File: src/rtl/fcd_pkg.sv
package fcd_pkg;
  typedef enum logic [3:0] {
    S_IDLE, S_UNL1, S_UNL2, S_PROG, S_ERA1, S_ERA2, S_ERA3,
    S_SWIN, S_FAST, S_FPRG, S_FEXIT
  } seq_state_t;

  typedef enum logic {RD_ARRAY = 1'b0, RD_IDENT = 1'b1} rd_mode_t;

  localparam logic [10:0] KEY_ADDR_A = 11'h555;
  localparam logic [10:0] KEY_ADDR_B = 11'h2AA;
  localparam logic [7:0]  OP_KEY_A   = 8'hAA;
  localparam logic [7:0]  OP_KEY_B   = 8'h55;
  localparam logic [7:0]  OP_PROG    = 8'hA0;
  localparam logic [7:0]  OP_ERASE   = 8'h80;
  localparam logic [7:0]  OP_CHIP    = 8'h10;
  localparam logic [7:0]  OP_SECT    = 8'h30;
  localparam logic [7:0]  OP_IDENT   = 8'h90;
  localparam logic [7:0]  OP_FAST    = 8'h20;
  localparam logic [7:0]  OP_RESET   = 8'hF0;
  localparam logic [7:0]  OP_SUSP    = 8'hB0;
endpackage

File: src/rtl/fcd_sector_map.sv
module fcd_sector_map #(
  parameter int SECT_W      = 5,
  parameter bit BOTTOM_BOOT = 1'b0
) (
  input  logic [6:0]        sect_bits,
  output logic [SECT_W-1:0] sect
);
  logic [3:0] blk;
  logic [2:0] sub;
  assign blk = sect_bits[6:3];
  assign sub = sect_bits[2:0];

  generate
    if (BOTTOM_BOOT) begin : g_bottom
      always_comb begin
        if (blk >= 4'd2)      sect = SECT_W'(blk) + SECT_W'(6);
        else if (blk == 4'd1) begin
          case (sub)
            3'd0:       sect = SECT_W'(4);
            3'd1:       sect = SECT_W'(5);
            3'd6, 3'd7: sect = SECT_W'(7);
            default:    sect = SECT_W'(6);
          endcase
        end else begin
          case (sub)
            3'd0, 3'd1: sect = SECT_W'(0);
            3'd6:       sect = SECT_W'(2);
            3'd7:       sect = SECT_W'(3);
            default:    sect = SECT_W'(1);
          endcase
        end
      end
    end else begin : g_top
      always_comb begin
        if (blk < 4'd14)       sect = SECT_W'(blk);
        else if (blk == 4'd14) begin
          case (sub)
            3'd0, 3'd1: sect = SECT_W'(14);
            3'd6:       sect = SECT_W'(16);
            3'd7:       sect = SECT_W'(17);
            default:    sect = SECT_W'(15);
          endcase
        end else begin
          case (sub)
            3'd0:       sect = SECT_W'(18);
            3'd1:       sect = SECT_W'(19);
            3'd6, 3'd7: sect = SECT_W'(21);
            default:    sect = SECT_W'(20);
          endcase
        end
      end
    end
  endgenerate
endmodule

File: src/rtl/fcd_id_read.sv
module fcd_id_read
  import fcd_pkg::*;
#(
  parameter int          ADDR_W      = 19,
  parameter int          NUM_SECT    = 22,
  parameter int          SECT_W      = 5,
  parameter bit          BOTTOM_BOOT = 1'b0,
  parameter logic [15:0] MFR_CODE    = 16'h0004,
  parameter logic [15:0] DEV_CODE    = 16'h224A
) (
  input  rd_mode_t            mode,
  input  logic [ADDR_W-1:0]   rd_addr,
  input  logic [NUM_SECT-1:0] prot_bits,
  output logic [15:0]         id_data
);
  logic [SECT_W-1:0] rd_sect;
  logic [2:0]        sel;
  logic              unused_rd_bits;

  assign sel            = {rd_addr[6], rd_addr[1], rd_addr[0]};
  assign unused_rd_bits = ^{rd_addr[ADDR_W-8:7], rd_addr[5:2]};

  fcd_sector_map #(.SECT_W(SECT_W), .BOTTOM_BOOT(BOTTOM_BOOT)) u_rd_map (
    .sect_bits (rd_addr[ADDR_W-1 -: 7]),
    .sect      (rd_sect)
  );

  always_comb begin
    id_data = '0;
    if (mode == RD_IDENT) begin
      case (sel)
        3'b000:  id_data = MFR_CODE;
        3'b001:  id_data = DEV_CODE;
        3'b010:  id_data = {15'd0, prot_bits[rd_sect]};
        default: id_data = '0;
      endcase
    end
  end
endmodule

File: src/rtl/fcd_seq.sv
module fcd_seq
  import fcd_pkg::*;
#(
  parameter int ADDR_W      = 19,
  parameter int DATA_W      = 16,
  parameter int NUM_SECT    = 22,
  parameter int SECT_W      = 5,
  parameter int WINDOW      = 16,
  parameter bit BOTTOM_BOOT = 1'b0
) (
  input  logic                clk,
  input  logic                rst_n,
  input  logic                wr_en,
  input  logic [ADDR_W-1:0]   wr_addr,
  input  logic [DATA_W-1:0]   wr_data,
  input  logic                eng_busy,
  input  logic                eng_suspended,
  output logic                req_read_reset,
  output logic                req_program,
  output logic                req_chip_erase,
  output logic                req_sector_erase,
  output logic                req_suspend,
  output logic                req_resume,
  output logic [ADDR_W-1:0]   req_addr,
  output logic [DATA_W-1:0]   req_data,
  output logic [NUM_SECT-1:0] req_sector_mask,
  output rd_mode_t            rd_mode
);
  localparam int CNT_W = (WINDOW > 2) ? $clog2(WINDOW) : 1;

  seq_state_t          st, st_n;
  rd_mode_t            mode_n;
  logic [NUM_SECT-1:0] mask, mask_n;
  logic [CNT_W-1:0]    cnt, cnt_n;
  logic [SECT_W-1:0]   wr_sect;
  logic [7:0]          op;
  logic                ka, kb, in_fast;
  logic                rr_n, pg_n, ce_n, se_n, su_n, re_n;
  logic                ld_addr, ld_data, ld_mask;

  assign op      = wr_data[7:0];
  assign ka      = (wr_addr[10:0] == KEY_ADDR_A);
  assign kb      = (wr_addr[10:0] == KEY_ADDR_B);
  assign in_fast = (st == S_FAST) || (st == S_FPRG) || (st == S_FEXIT);

  fcd_sector_map #(.SECT_W(SECT_W), .BOTTOM_BOOT(BOTTOM_BOOT)) u_wr_map (
    .sect_bits (wr_addr[ADDR_W-1 -: 7]),
    .sect      (wr_sect)
  );

  always_comb begin
    st_n = st; mode_n = rd_mode; mask_n = mask; cnt_n = cnt;
    rr_n = 1'b0; pg_n = 1'b0; ce_n = 1'b0; se_n = 1'b0; su_n = 1'b0; re_n = 1'b0;
    ld_addr = 1'b0; ld_data = 1'b0; ld_mask = 1'b0;
    if (st == S_SWIN && !wr_en) begin
      if (cnt == CNT_W'(WINDOW - 1)) begin
        se_n = 1'b1; ld_mask = 1'b1; st_n = S_IDLE;
      end else begin
        cnt_n = cnt + 1'b1;
      end
    end else if (wr_en && eng_busy) begin
      if (op == OP_SUSP) begin
        su_n = 1'b1; ld_addr = 1'b1;
      end else if (op == OP_RESET && !in_fast) begin
        rr_n = 1'b1; st_n = S_IDLE; mode_n = RD_ARRAY;
      end
    end else if (wr_en) begin
      if (op == OP_RESET && st != S_PROG && !in_fast) begin
        rr_n = 1'b1; st_n = S_IDLE; mode_n = RD_ARRAY;
      end else begin
        case (st)
          S_IDLE: begin
            if (op == OP_KEY_A && ka) st_n = S_UNL1;
            else if (op == OP_SECT && eng_suspended) begin
              re_n = 1'b1; ld_addr = 1'b1;
            end
          end
          S_UNL1: st_n = (op == OP_KEY_B && kb) ? S_UNL2 : S_IDLE;
          S_UNL2: begin
            st_n = S_IDLE;
            if (ka) begin
              case (op)
                OP_PROG:  st_n = S_PROG;
                OP_ERASE: st_n = S_ERA1;
                OP_IDENT: mode_n = RD_IDENT;
                OP_FAST:  st_n = S_FAST;
                default:  st_n = S_IDLE;
              endcase
            end
          end
          S_PROG: begin
            pg_n = 1'b1; ld_addr = 1'b1; ld_data = 1'b1; st_n = S_IDLE;
          end
          S_ERA1: st_n = (op == OP_KEY_A && ka) ? S_ERA2 : S_IDLE;
          S_ERA2: st_n = (op == OP_KEY_B && kb) ? S_ERA3 : S_IDLE;
          S_ERA3: begin
            st_n = S_IDLE;
            if (op == OP_CHIP && ka) ce_n = 1'b1;
            else if (op == OP_SECT) begin
              st_n = S_SWIN; mask_n = '0; mask_n[wr_sect] = 1'b1; cnt_n = '0;
            end
          end
          S_SWIN: begin
            if (op == OP_SECT) begin
              mask_n[wr_sect] = 1'b1; cnt_n = '0;
            end else begin
              st_n = S_IDLE;
            end
          end
          S_FAST:  st_n = (op == OP_PROG) ? S_FPRG : ((op == OP_IDENT) ? S_FEXIT : S_FAST);
          S_FPRG: begin
            pg_n = 1'b1; ld_addr = 1'b1; ld_data = 1'b1; st_n = S_FAST;
          end
          S_FEXIT: begin
            if (op == OP_RESET) begin
              rr_n = 1'b1; st_n = S_IDLE; mode_n = RD_ARRAY;
            end else begin
              st_n = S_FAST;
            end
          end
          default: st_n = S_IDLE;
        endcase
      end
    end
  end

  always_ff @(posedge clk or negedge rst_n) begin
    if (!rst_n) begin
      st <= S_IDLE; rd_mode <= RD_ARRAY; mask <= '0; cnt <= '0;
      req_read_reset <= 1'b0; req_program <= 1'b0; req_chip_erase <= 1'b0;
      req_sector_erase <= 1'b0; req_suspend <= 1'b0; req_resume <= 1'b0;
      req_addr <= '0; req_data <= '0; req_sector_mask <= '0;
    end else begin
      st <= st_n; rd_mode <= mode_n; mask <= mask_n; cnt <= cnt_n;
      req_read_reset <= rr_n; req_program <= pg_n; req_chip_erase <= ce_n;
      req_sector_erase <= se_n; req_suspend <= su_n; req_resume <= re_n;
      if (ld_addr) req_addr <= wr_addr;
      if (ld_data) req_data <= wr_data;
      if (ld_mask) req_sector_mask <= mask;
    end
  end


  busy_ignore_chk: assert property (@(posedge clk) disable iff (!rst_n)
    (wr_en && eng_busy && op != OP_SUSP && op != OP_RESET) |=> $stable(st));

  one_req_chk: assert property (@(posedge clk) disable iff (!rst_n)
    $onehot0({req_read_reset, req_program, req_chip_erase, req_sector_erase, req_suspend, req_resume}));

  prog_pulse_chk: assert property (@(posedge clk) disable iff (!rst_n)
    req_program |=> !req_program);

  sect_mask_chk: assert property (@(posedge clk) disable iff (!rst_n)
    req_sector_erase |-> (req_sector_mask != '0));

  susp_busy_chk: assert property (@(posedge clk) disable iff (!rst_n)
    req_suspend |-> $past(eng_busy));

  reset_mode_chk: assert property (@(posedge clk) disable iff (!rst_n)
    req_read_reset |-> (rd_mode == RD_ARRAY));
endmodule

File: src/rtl/flash_cmd_decoder.sv
module flash_cmd_decoder
  import fcd_pkg::*;
#(
  parameter int ADDR_W      = 19,
  parameter int DATA_W      = 16,
  parameter int NUM_SECT    = 22,
  parameter int WINDOW      = 16,
  parameter bit BOTTOM_BOOT = 1'b0
) (
  input  logic                clk,
  input  logic                rst_n,
  input  logic                wr_en,
  input  logic [ADDR_W-1:0]   wr_addr,
  input  logic [DATA_W-1:0]   wr_data,
  input  logic                eng_busy,
  input  logic                eng_suspended,
  input  logic [ADDR_W-1:0]   rd_addr,
  input  logic [NUM_SECT-1:0] prot_bits,
  output logic                req_read_reset,
  output logic                req_program,
  output logic                req_chip_erase,
  output logic                req_sector_erase,
  output logic                req_suspend,
  output logic                req_resume,
  output logic [ADDR_W-1:0]   req_addr,
  output logic [DATA_W-1:0]   req_data,
  output logic [NUM_SECT-1:0] req_sector_mask,
  output logic                ident_mode,
  output logic [15:0]         ident_data
);
  localparam int          SECT_W   = $clog2(NUM_SECT);
  localparam logic [15:0] DEV_CODE = BOTTOM_BOOT ? 16'h22CB : 16'h224A;

  rd_mode_t mode;
  assign ident_mode = (mode == RD_IDENT);

  fcd_seq #(
    .ADDR_W(ADDR_W), .DATA_W(DATA_W), .NUM_SECT(NUM_SECT), .SECT_W(SECT_W),
    .WINDOW(WINDOW), .BOTTOM_BOOT(BOTTOM_BOOT)
  ) u_seq (
    .clk(clk), .rst_n(rst_n), .wr_en(wr_en), .wr_addr(wr_addr), .wr_data(wr_data),
    .eng_busy(eng_busy), .eng_suspended(eng_suspended),
    .req_read_reset(req_read_reset), .req_program(req_program),
    .req_chip_erase(req_chip_erase), .req_sector_erase(req_sector_erase),
    .req_suspend(req_suspend), .req_resume(req_resume),
    .req_addr(req_addr), .req_data(req_data), .req_sector_mask(req_sector_mask),
    .rd_mode(mode)
  );

  fcd_id_read #(
    .ADDR_W(ADDR_W), .NUM_SECT(NUM_SECT), .SECT_W(SECT_W),
    .BOTTOM_BOOT(BOTTOM_BOOT), .MFR_CODE(16'h0004), .DEV_CODE(DEV_CODE)
  ) u_id (
    .mode(mode), .rd_addr(rd_addr), .prot_bits(prot_bits), .id_data(ident_data)
  );
endmodule

File: config.mk
export PLATFORM = sky130hd
export DESIGN_NAME = flash_cmd_decoder
export DESIGN_NICKNAME = d
export VERILOG_FILES = /design/src/rtl/fcd_pkg.sv /design/src/rtl/fcd_sector_map.sv /design/src/rtl/fcd_id_read.sv /design/src/rtl/fcd_seq.sv /design/src/rtl/flash_cmd_decoder.sv
export SDC_FILE = /design/constraint.sdc
export NUM_CORES = 1
export LEC_CHECK = 0
export BUFFER_PORTS_ARGS = -buffer_cell sky130_fd_sc_hd__buf_4
export CAP_MARGIN = 30
export CORE_MARGIN = 2
export CORE_UTILIZATION = 32
export CTS_CLUSTER_DIAMETER = 80
export DETAILED_ROUTE_END_ITERATION = 10
export PLACE_DENSITY_LB_ADDON = 0.12
export RECOVER_POWER = 25
export SYNTH_ARGS = -nofsm -noshare
export SYNTH_HDL_FRONTEND = slang
export SYNTH_HIERARCHICAL = 1
export SYNTH_SLANG_ARGS = --single-unit
File: constraint.sdc
create_clock -name clk -period 7.17 [get_ports clk]
set_input_delay 1.434 -clock clk [delete_from_list [all_inputs] [get_ports clk]]
set_output_delay 1.434 -clock clk [all_outputs]
set_load 0.05 [all_outputs]
==> summary.md, run 1 <==
| Metric | Value |
|---|---|
| Ant. Diodes | 0 |
| CTS sink cnt | 94 |
| Outcome | complete, but fails checks |
| Failing checks | capacitance limit, slew limit |
| Setup TNS | 0 ns |
| First-pass detailed-route iteration total | 4 |
| TritonCTS clock tree | done |
| Fin crit period | between 5 and 6 ns |
| Hold_buf cts | 0 |
| Main area contributors after synthesis | dfrtp_1, mux2_2, nand2_1 |
| R2R depth | 6 |
| Measured slew at the worst slew-check pin | 1.69 ns |
| EDFF count, synth | 0 |
| First-pass GRT wire length | 19800 µm |
| Vias | 3859 |
| H-tree depth | 3 |
| Unrepaired setup endpoints after global routing | no |
| Max Cap Violations | 1 |
| Worst EP arrival | 3.70 ns |
| CP max-delay cell | mux4_2 |
| Post-layout util | 42.3% |
| Ys async rst share | 100% |
| Seq/Total Area, Yosys | 49.3% |
| Yosys cell types | 67 |
| Synth-to-layout area growth | 28.7% |
| Post-Syn Area | 4770 µm² |
| Fin. Hold Viols | 0 |
| Crit share post-route | 71.7% |
| Top-Level Pins | 161 |
| Worst-Skew Late Latency | 0.35 ns |
| # DRC | 0 |
| Cts repair resizes | 0 |
| Main synth FF type | dfrtp_1 |
| Top cell type's share of synthesized area | 49.3% |
| WL/cell | 15.6 µm |
| Relative max-transition margin | -12.7% |
| Ys Warns | 6 |
| Vias in the first global route | 3890 |
| Die Area | between 15000 and 20000 µm² |
| Critical Path RT | 5.74 ns |
| Final Net Count | 665 |
| Maximum vdd drop | 0.251 mV |
| Hold Crit Class | reg -> reg |
| Yosys top cell by area | dfrtp_1 |
| Reg2reg setup slack | 3.89 ns |
| Final Worst Setup Slack | 2.03 ns |
| Via density | 5.00 |
| Hold EP | u_seq/mask[21]$_DFFE_PN0P_ |
| WL final | 12100 µm |
| Worst Path Class, Setup | in -> out |
| Setup violators final | 0 |
| FF+latch count, synth | between 90 and 100 |
| Layout cells sized above 1 | 34.0% |
| Initial drt markers | 160 |
| Hold_sp | u_seq/mask[21]$_DFFE_PN0P_ |
| Die Y | 126 µm |
| Crit end category | output pin |
| Pwr per Cell Area | between 300 and 400 nW/µm² |
| Clk slew on worst S/H paths | ~0.080 ns |
| CTS Buf Count | 9 |
| CP cell instances | buf_4 -> maj3_1 -> a31oi_1 -> mux4_2 -> nor3b_1 -> a2111o_1 -> a21oi_1 -> buf_4 |
| Antenna-violating nets left | 0 |
| RR Startpoint | u_seq/st[1]$_DFFE_PN0P_ |
| Core region area | between 10000 and 15000 µm² |
| WHS Path Cells | 2 |
| Buffers plus inverters on the worst setup path | 2 |
| Peak Freq | around 0.19 GHz |
| Die W | 126 µm |
| Crit Path Max Fanout | 9 |
| GP Congestion | 0.866 |
| Buffers on Ports | 142 |
| Final Skew | 0.00746 ns |
| Post-Synthesis Cells | 451 |
| DP Worst Slack | 2.00 ns |
| GR Overflow Total | 0 |
| Tot GR Track Use | between 10% and 20% |
| Most common cell after layout, fill and taps aside | buf_4 |
| Root Buffer | clkbuf_16 |
| Leading cell types in the layout, fill and taps excluded | buf_4, nand2_1, dfrtp_1 |
| Post-CTS setup buffers | 0 |
| Fin. max-slew vios | 29 |
| Lkg Pwr | 0.00290 µW |
| Max Buffers Root-to-Sink | 2 |
| Largest net degree at the start of global routing | 68 |
| Most frequent cell on the critical path | buf_4 |
| Post-DP HPWL | about 8900 µm |
| End of the worst register-to-register path | u_seq/req_addr[0]$_DFFE_PN0P_ |
| Delay-heaviest family, CP | compound AO/OA/AOI/OAI gates |
| Worst path max stage delay | 0.61 ns |
| Initial Util | 32.8% |
| Num rows | 44 |
| CP Launch Type | input pin |
| Initial antenna violation count | 0 |
| Avg Cell Area, Syn | between 10 and 15 µm² |
## logic make-up after synthesis
group	count (synthesis)	share of synthesized area, %
xor gates and xnor gates	2	0.367
other	1	0.0786
muxes	51	14.0
AOI/OAI and AO/OA	64	8.84
DFF	94	49.3
and+or+nand+nor	198	22.1
adders and majority gates	3	0.682
buffers and inverters	38	4.64
## registers in the layout, summed over array words and instances, names as in the netlist
name	cells
u_seq/req_addr	19
u_seq/req_data	16
u_seq/req_sector_erase	1
u_seq/req_read_reset	1
u_seq/req_sector_mask	22
u_seq/rd_mode	1
u_seq/req_chip_erase	1
u_seq/st	4
u_seq/req_suspend	1
u_seq/req_resume	1
u_seq/req_program	1
u_seq/cnt	4
u_seq/mask	22
## cells in the mapped netlist, drive strengths merged (2+ instances only)
master   instances
a21boi           2
a21oi            6
a22o             2
a31oi            4
and3             5
and4bb           2
buf             19
clkbuf          13
dfrtp           94
inv              5
maj3             2
mux2            46
mux4             4
nand2           94
nand2b           6
nand3           10
nand3b           6
nand4b           6
nor2            18
nor2b            7
nor3            12
nor4             4
nor4b            3
o2111ai          2
o21a             3
o21ai           33
o31ai            2
or2              2
or3              4
or3b             4
or4              5
or4b             5
## routing by layer
layer / global-route usage (%) / vias to the layer above / share of wire, %
met5: 0 / - / 0
met4: 4.85 / 0 / 1.2
met3: 5.06 / 10 / 7.5
met2: 23.4 / 128 / 44
met1: 21.0 / 1875 / 48
li1: - / 1846 / -
## power breakdown
part,internal [µW],switching (µW)
logic,222,491
registers,627,69.4
clock network,248,239
total,1100,799
## metrics by stage
stage	hold slack (ns)	std cells	total power [µW]	cell area [µm²]
after floorplan	0.444	459	1220	4800
after global placement	0.458	754	1450	5910
after detailed placement	0.467	756	1460	5940
after CTS	0.485	772	1960	6240
after global routing	0.517	772	1990	6140
final	0.481	772	1900	6140
## worst register-to-register path: stages, from the launching register on
cell and delay, ns:
dfrtp_1 0.75, xnor2_1 0.18, or4b_2 0.38, clkinv_1 0.60
nor3_4 0.67, buf_8 0.24, mux2_2 0.35
## final cells by class
| cell class | count | area [µm²] |
|---|---|---|
| Fill cell | 1453 | 8390 |
| Sequential cell | 94 | 2350 |
| Multi-Input combinational cell | 327 | 2230 |
| Timing Repair Buffer | 145 | 1000 |
| Tap cell | 184 | 230 |
| Clock buffer | 9 | 225 |
| Clock inverter | 7 | 80.1 |
| Inverter | 6 | 22.5 |
## worst max-delay path by stage
stage,from,end,slack [ns],depth (start not counted)
floorplan,rd_addr[1],ident_data[13],2.05,2
global placement,rd_addr[15],ident_data[0],2.04,8
detailed placement,rd_addr[15],ident_data[0],2.00,8
CTS,rd_addr[15],ident_data[0],1.98,8
global route,rd_addr[15],ident_data[0],1.83,8
finish,rd_addr[15],ident_data[0],2.03,8
Note: power is estimated with default switching activity, not from simulation.
==> run 2, diff against run 1 <==
Clock period 7.17 ns to 4.9 ns, I/O delays scaled along.
==> summary.md, run 2 (synthesized netlist as in run 1, its figures left out) <==
| Metric | Value |
|---|---|
| Buffers on Ports | 142 (unchanged) |
| WL/cell | 15.6 µm (about the same) |
| Initial Util | 32.8% (unchanged) |
| Crit share post-route | 87.3% |
| Switching Fraction | 40.2% (was 42.2%) |
| Setup TNS | 0 ns (unchanged) |
| Measured slew at the worst slew-check pin | 3.17 ns (was 1.69 ns) |
| # fillers | 1470 (was 1453) |
| Via density | 4.95 (was 5.00) |
| Failing checks | capacitance limit, slew limit (unchanged) |
| Pwr per Cell Area | 456 nW/µm² (was 309 nW/µm²) |
| CP Launch Type | input pin (unchanged) |
| Post-CTS setup buffers | 0 (unchanged) |
| TritonCTS clock tree | done (unchanged) |
| Worst EP arrival | 3.30 ns (was 3.70 ns) |
| Max Buffers Root-to-Sink | 2 (unchanged) |
| Maximum vdd drop | 0.351 mV (was 0.251 mV) |
| Comb pwr share | 38.5% (was 37.6%) |
| Outcome | complete, but fails checks (unchanged) |
| Die W | 126 µm (unchanged) |
| Synth-to-layout area growth | 30.9% (was 28.7%) |
| Crit Path Max Fanout | 9 (unchanged) |
| Vias in the first global route | 3813 (was 3890) |
| Max Cap Violations | 1 (unchanged) |
| WL final | 12000 µm (was 12100 µm) |
| DP Worst Slack | 0.611 ns (was 2.00 ns) |
| Tot GR Track Use | 15.5% (about the same) |
| # DRC | 0 (unchanged) |
| Clock power frac | 25.6% (about the same) |
| CTS Buf Count | 9 (unchanged) |
| Top-Level Pins | 161 (unchanged) |
| Peak Freq | around 0.23 GHz |
| P_sw | 1150 µW (was 799 µW) |
| Clk slew on worst S/H paths | 0.07 ns (was 0.08 ns) |
| Critical Path RT | 3.92 ns (was 5.74 ns) |
| Num rows | 44 (unchanged) |
| Initial drt markers | 230 (was 160) |
| Final Power | 2850 µW (was 1900 µW) |
| Crit end category | output pin (unchanged) |
| Initial antenna violation count | 0 (unchanged) |
| H-tree depth | 3 (unchanged) |
| Unrepaired setup endpoints after global routing | no (unchanged) |
| Hold_buf cts | 0 (unchanged) |
| Internal | 1700 µW (was 1100 µW) |
| Setup violators final | 0 (unchanged) |
| Vias | 3828 (was 3859) |
| R2R depth | 6 (unchanged) |
| CTS sink cnt | 94 (unchanged) |
| Post-DP HPWL | 8730 µm (was 8870 µm) |
| Fin. max-slew vios | 72 (was 29) |
| First-pass detailed-route iteration total | 4 (unchanged) |
| Relative max-transition margin | -111% (was -12.7%) |
| Hold Crit Class | in -> async (was reg -> reg) |
| Die Area | 15900 µm² (unchanged) |
| Leading cell types in the layout, fill and taps excluded | buf_4, nand2_1, dfrtp_1 (unchanged) |
| GR Overflow Total | 0 (unchanged) |
| Fin. Hold Viols | 0 (unchanged) |
| Final Worst Setup Slack | 0.622 ns (was 2.03 ns) |
| Die Y | 126 µm (unchanged) |
| Seq pwr share | 35.9% (was 36.7%) |
| First-pass GRT wire length | 19800 µm (about the same) |
| Final Skew | 0.00548 ns (was 0.00746 ns) |
| Biggest regs | u_seq/mask x22, u_seq/req_sector_mask x22, u_seq/req_addr x19 (unchanged) |
| Worst-Skew Late Latency | 0.35 ns (about the same) |
| Layout cells sized above 1 | 38.2% (was 34.0%) |
| Root Buffer | clkbuf_16 (unchanged) |
| Fin crit period | ~4.3 ns |
| Antenna-violating nets left | 0 (unchanged) |
| Largest net degree at the start of global routing | 73 (was 68) |
| GP Congestion | 0.844 (was 0.866) |
| Ant. Diodes | 0 (unchanged) |
| Final Net Count | 666 (was 665) |
| Core region area | 14500 µm² (unchanged) |
| Most common cell after layout, fill and taps aside | buf_4 (unchanged) |
| Cts repair resizes | 0 (unchanged) |
| Worst Path Class, Setup | in -> out (unchanged) |
| Lkg Pwr | 0.00301 µW (was 0.00290 µW) |
## run 2: path summary, 6_finish.rpt
path	from	slack, ns	to
worst max-delay path	rd_addr[15]	0.62	ident_data[0]
worst min-delay path	rst_n	0.40	u_seq/req_sector_mask[9]$_DFFE_PN0P_
worst max register to register	u_seq/st[1]$_DFFE_PN0P_	1.86	u_seq/req_addr[0]$_DFFE_PN0P_
worst min register to register	u_seq/req_data[10]$_DFFE_PN0P_	0.48	u_seq/req_data[10]$_DFFE_PN0P_
max in group asynchronous	rst_n	1.15	u_seq/req_suspend$_DFF_PN0_
min in group clk	u_seq/req_data[10]$_DFFE_PN0P_	0.48	u_seq/req_data[10]$_DFFE_PN0P_
## run 2: critical path, stage by stage
cell,delay [ns]
buf_4,0.14
maj3_1,0.34
a31oi_1,0.58
mux2_2,0.41
a222oi_1,0.39
a2111o_1,0.20
a21oi_1,0.06
buf_4,0.19
## run 2: metrics by stage
stage,area (µm²),hold slack [ns],utilization (%),instances
detailed placement,5930,0.464,40.8,756
finish,6250,0.399,43.0,773
CTS,6240,0.486,42.9,772
global placement,5920,0.462,40.7,755
global route,6250,0.393,43.0,773
floorplan,4800,0.444,-,459
## run 2: layer usage
layer / track usage [%] / routed length, µm / part of all wire [%]
met5: 0 / 0 / 0
met4: 5.62 / 164 / 1.4
met3: 5.18 / 956 / 7.9
met2: 23.6 / 5360 / 45
met1: 20.6 / 5560 / 46
## run 2: area by class of cell
cell class              instances  area [µm²]  share of cell area, %
clock buffers                  10         229                   3.67
clock inverters                 6        77.6                   1.24
inverters                       6        22.5                  0.361
multi-input cells             327        2230                   35.7
flip-flops and latches         94        2350                   37.7
well taps                     184         230                   3.69
repair buffers                146        1100                   17.7
## run 2: power groups by stage
stage	Combinational (µW)	Sequential [µW]	Clock, µW
6_report	1100	1020	729
2_1_floorplan	299	1480	0
4_1_cts	1110	1020	759
5_1_grt	1160	1050	781
3_3_place_gp	1100	1030	0
3_5_place_dp	1110	1030	0
==> run 3, diff against run 2 <==
Clock period 4.9 ns to 5.4 ns, I/O delays scaled along.
==> summary.md, run 3 (synthesized netlist as in run 1, its figures left out) <==
| Metric | Value |
|---|---|
| First-pass detailed-route iteration total | 5 (was 4) |
| Delay-heaviest family, CP | compound AO/OA/AOI/OAI gates (unchanged) |
| CP cell instances | buf_4 -> maj3_1 -> a31oi_1 -> mux2_2 -> a222oi_1 -> a2111o_1 -> a21oi_1 -> buf_4 (unchanged) |
| Initial antenna violation count | 0 (unchanged) |
| Die Y | 126 µm (unchanged) |
| Vias | 3828 (unchanged) |
| Hold_buf cts | 0 (unchanged) |
| Buffers on Ports | 142 (unchanged) |
| Die W | 126 µm (unchanged) |
| Final Skew | 0.00599 ns (was 0.00548 ns) |
| Post-CTS setup buffers | 0 (unchanged) |
| Via density | 4.96 (was 4.95) |
| Lkg Pwr | 0.00301 µW (about the same) |
| WHS Path Cells | 2 |
| Ant. Diodes | 0 (unchanged) |
| Initial Util | 32.8% (unchanged) |
| Die Area | 15900 µm² (unchanged) |
| Final Net Count | 665 (was 666) |
| Initial drt markers | 202 (was 230) |
| CP Launch Type | input pin (unchanged) |
| Post-Layout Cell Count | 772 (was 773) |
| Biggest regs | u_seq/mask x22, u_seq/req_sector_mask x22, u_seq/req_addr x19 (unchanged) |
| Fin crit period | 4.43 ns |
| Crit share post-route | 82.1% |
| GP Congestion | 0.886 (was 0.844) |
| Worst EP arrival | 3.35 ns (was 3.30 ns) |
| Placed cell count | 756 (unchanged) |
| Leading cell types in the layout, fill and taps excluded | buf_4, nand2_1, dfrtp_1 (unchanged) |
| Crit end category | output pin (unchanged) |
| Tot GR Track Use | 15.3% (was 15.5%) |
| Most frequent cell on the critical path | buf_4 (unchanged) |
| Cts repair resizes | 0 (unchanged) |
| # fillers | 1410 (was 1470) |
| CTS sink cnt | 94 (unchanged) |
| GRT busiest layer | met2 (unchanged) |
| Final Worst Setup Slack | 0.966 ns (was 0.622 ns) |
| H-tree depth | 3 (unchanged) |
| Reg area | 2350 µm² (unchanged) |
| Layout cells sized above 1 | 38.1% (was 38.2%) |
| # DRC | 0 (unchanged) |
| Clk slew on worst S/H paths | 0.07 ns (about the same) |
| Peak Freq | ~0.23 GHz |
| Grt met2 use | 23.9% (was 23.6%) |
| Crit Path Max Fanout | 9 (unchanged) |
| Measured slew at the worst slew-check pin | 3.23 ns (was 3.17 ns) |
| Antenna-violating nets left | 0 (unchanged) |
| Synth-to-layout area growth | 30.9% (about the same) |
| Most common cell after layout, fill and taps aside | buf_4 (unchanged) |
| First-pass GRT wire length | 19800 µm (about the same) |
| Pwr per Cell Area | 420 nW/µm² (was 456 nW/µm²) |
| WL final | 11800 µm (was 12000 µm) |
| Num rows | 44 (unchanged) |
| Post-DP HPWL | 8700 µm (was 8730 µm) |
| Max Cap Violations | 1 (unchanged) |
| DP Worst Slack | 0.932 ns (was 0.611 ns) |
| M1 GR Usage | 20.8% (was 20.6%) |
| GR Util met3 | 4.25% (was 5.18%) |
| Unrepaired setup endpoints after global routing | no (unchanged) |
| WL/cell | 15.3 µm (was 15.6 µm) |
| Root Buffer | clkbuf_16 (unchanged) |
| Worst Path Class, Setup | in -> out (unchanged) |
| Core region area | 14500 µm² (unchanged) |
| Multi-input combinational cell area | 2230 µm² (unchanged) |
| Fin. Hold Viols | 0 (unchanged) |
| Relative max-transition margin | -115% (was -111%) |
| GR Overflow Total | 0 (unchanged) |
| Critical Path RT | 4.32 ns (was 3.92 ns) |
| Maximum vdd drop | 0.299 mV (was 0.351 mV) |
| Hold Crit Class | reg -> reg (was in -> async) |
| CTS Buf Count | 9 (unchanged) |
| Setup violators final | 0 (unchanged) |
| Buffers plus inverters on the worst setup path | 2 (unchanged) |
| Cell count along the critical path | 8 (unchanged) |
| Worst path max stage delay | 0.60 ns (was 0.58 ns) |
| Vias in the first global route | 3915 (was 3813) |
| TritonCTS clock tree | done (unchanged) |
| Max Buffers Root-to-Sink | 2 (unchanged) |
| Outcome | complete, but fails checks (unchanged) |
| Final Power | 2620 µW (was 2850 µW) |
| Setup TNS | 0 ns (unchanged) |
| R2R depth | 6 (unchanged) |
| Fin. max-slew vios | 62 (was 72) |
| CP max-delay cell | a31oi_1 (unchanged) |
| Largest net degree at the start of global routing | 62 (was 73) |
| Failing checks | capacitance limit, slew limit (unchanged) |
| Worst-Skew Late Latency | 0.34 ns (was 0.35 ns) |
| Top-Level Pins | 161 (unchanged) |
## run 3: cell types whose count changed in the layout (fill, tap and decap cells not counted), sizes merged
cell	change
buf	-2
dlymetal6s4s	-1
clkbuf	+2
clkinvlp	-1
bufinv	+1
## run 3: area by class of cell
| class | instances | area share (%) |
|---|---|---|
| Multi-Input combinational cell | 327 | 35.7 |
| Clock inverter | 6 | 1.56 |
| Inverter | 6 | 0.360 |
| Sequential cell | 94 | 37.6 |
| Tap cell | 184 | 3.68 |
| Timing Repair Buffer | 145 | 17.4 |
| Clock buffer | 10 | 3.66 |
## run 3: tightest hold or removal path: cells and delay by family, from the launching register on
family | cells | cell delay [ns]
flops | 1 | 0.34
simple gates | 2 | 0.11
## run 3: final timing paths
check | end | slack (ns) | from
setup / recovery | ident_data[0] | 0.97 | rd_addr[15]
hold / removal | u_seq/req_data[10]$_DFFE_PN0P_ | 0.48 | u_seq/req_data[10]$_DFFE_PN0P_
setup reg to reg | u_seq/req_addr[14]$_DFFE_PN0P_ | 2.32 | u_seq/st[1]$_DFFE_PN0P_
hold reg to reg | u_seq/req_data[10]$_DFFE_PN0P_ | 0.48 | u_seq/req_data[10]$_DFFE_PN0P_
max in group asynchronous | u_seq/req_data[13]$_DFFE_PN0P_ | 1.40 | rst_n
min in group asynchronous | u_seq/req_sector_mask[9]$_DFFE_PN0P_ | 1.81 | rst_n
## run 3: through the flow
stage | instance area (µm²) | hold WS [ns] | utilization (%)
floorplan | 4800 | 0.444 | -
finish | 6250 | 0.479 | 43.0
CTS | 6260 | 0.484 | 43.1
detailed placement | 5930 | 0.466 | 40.8
global route | 6250 | 0.516 | 43.0
global placement | 5920 | 0.458 | 40.7
## run 3: layer usage
metal / up-vias / routed length (µm) / share of wire (%)
met5: - / 0 / 0
met4: 0 / 114 / 0.96
met3: 8 / 840 / 7.1
met2: 128 / 5380 / 45
met1: 1848 / 5510 / 47
li1: 1844 / - / -
## run 3: power breakdown
part / total [µW] / internal, µW / switching (µW)
clock: 702 / 415 / 287
sequential: 929 / 834 / 95.3
combinational: 991 / 341 / 650
total: 2620 / 1590 / 1030
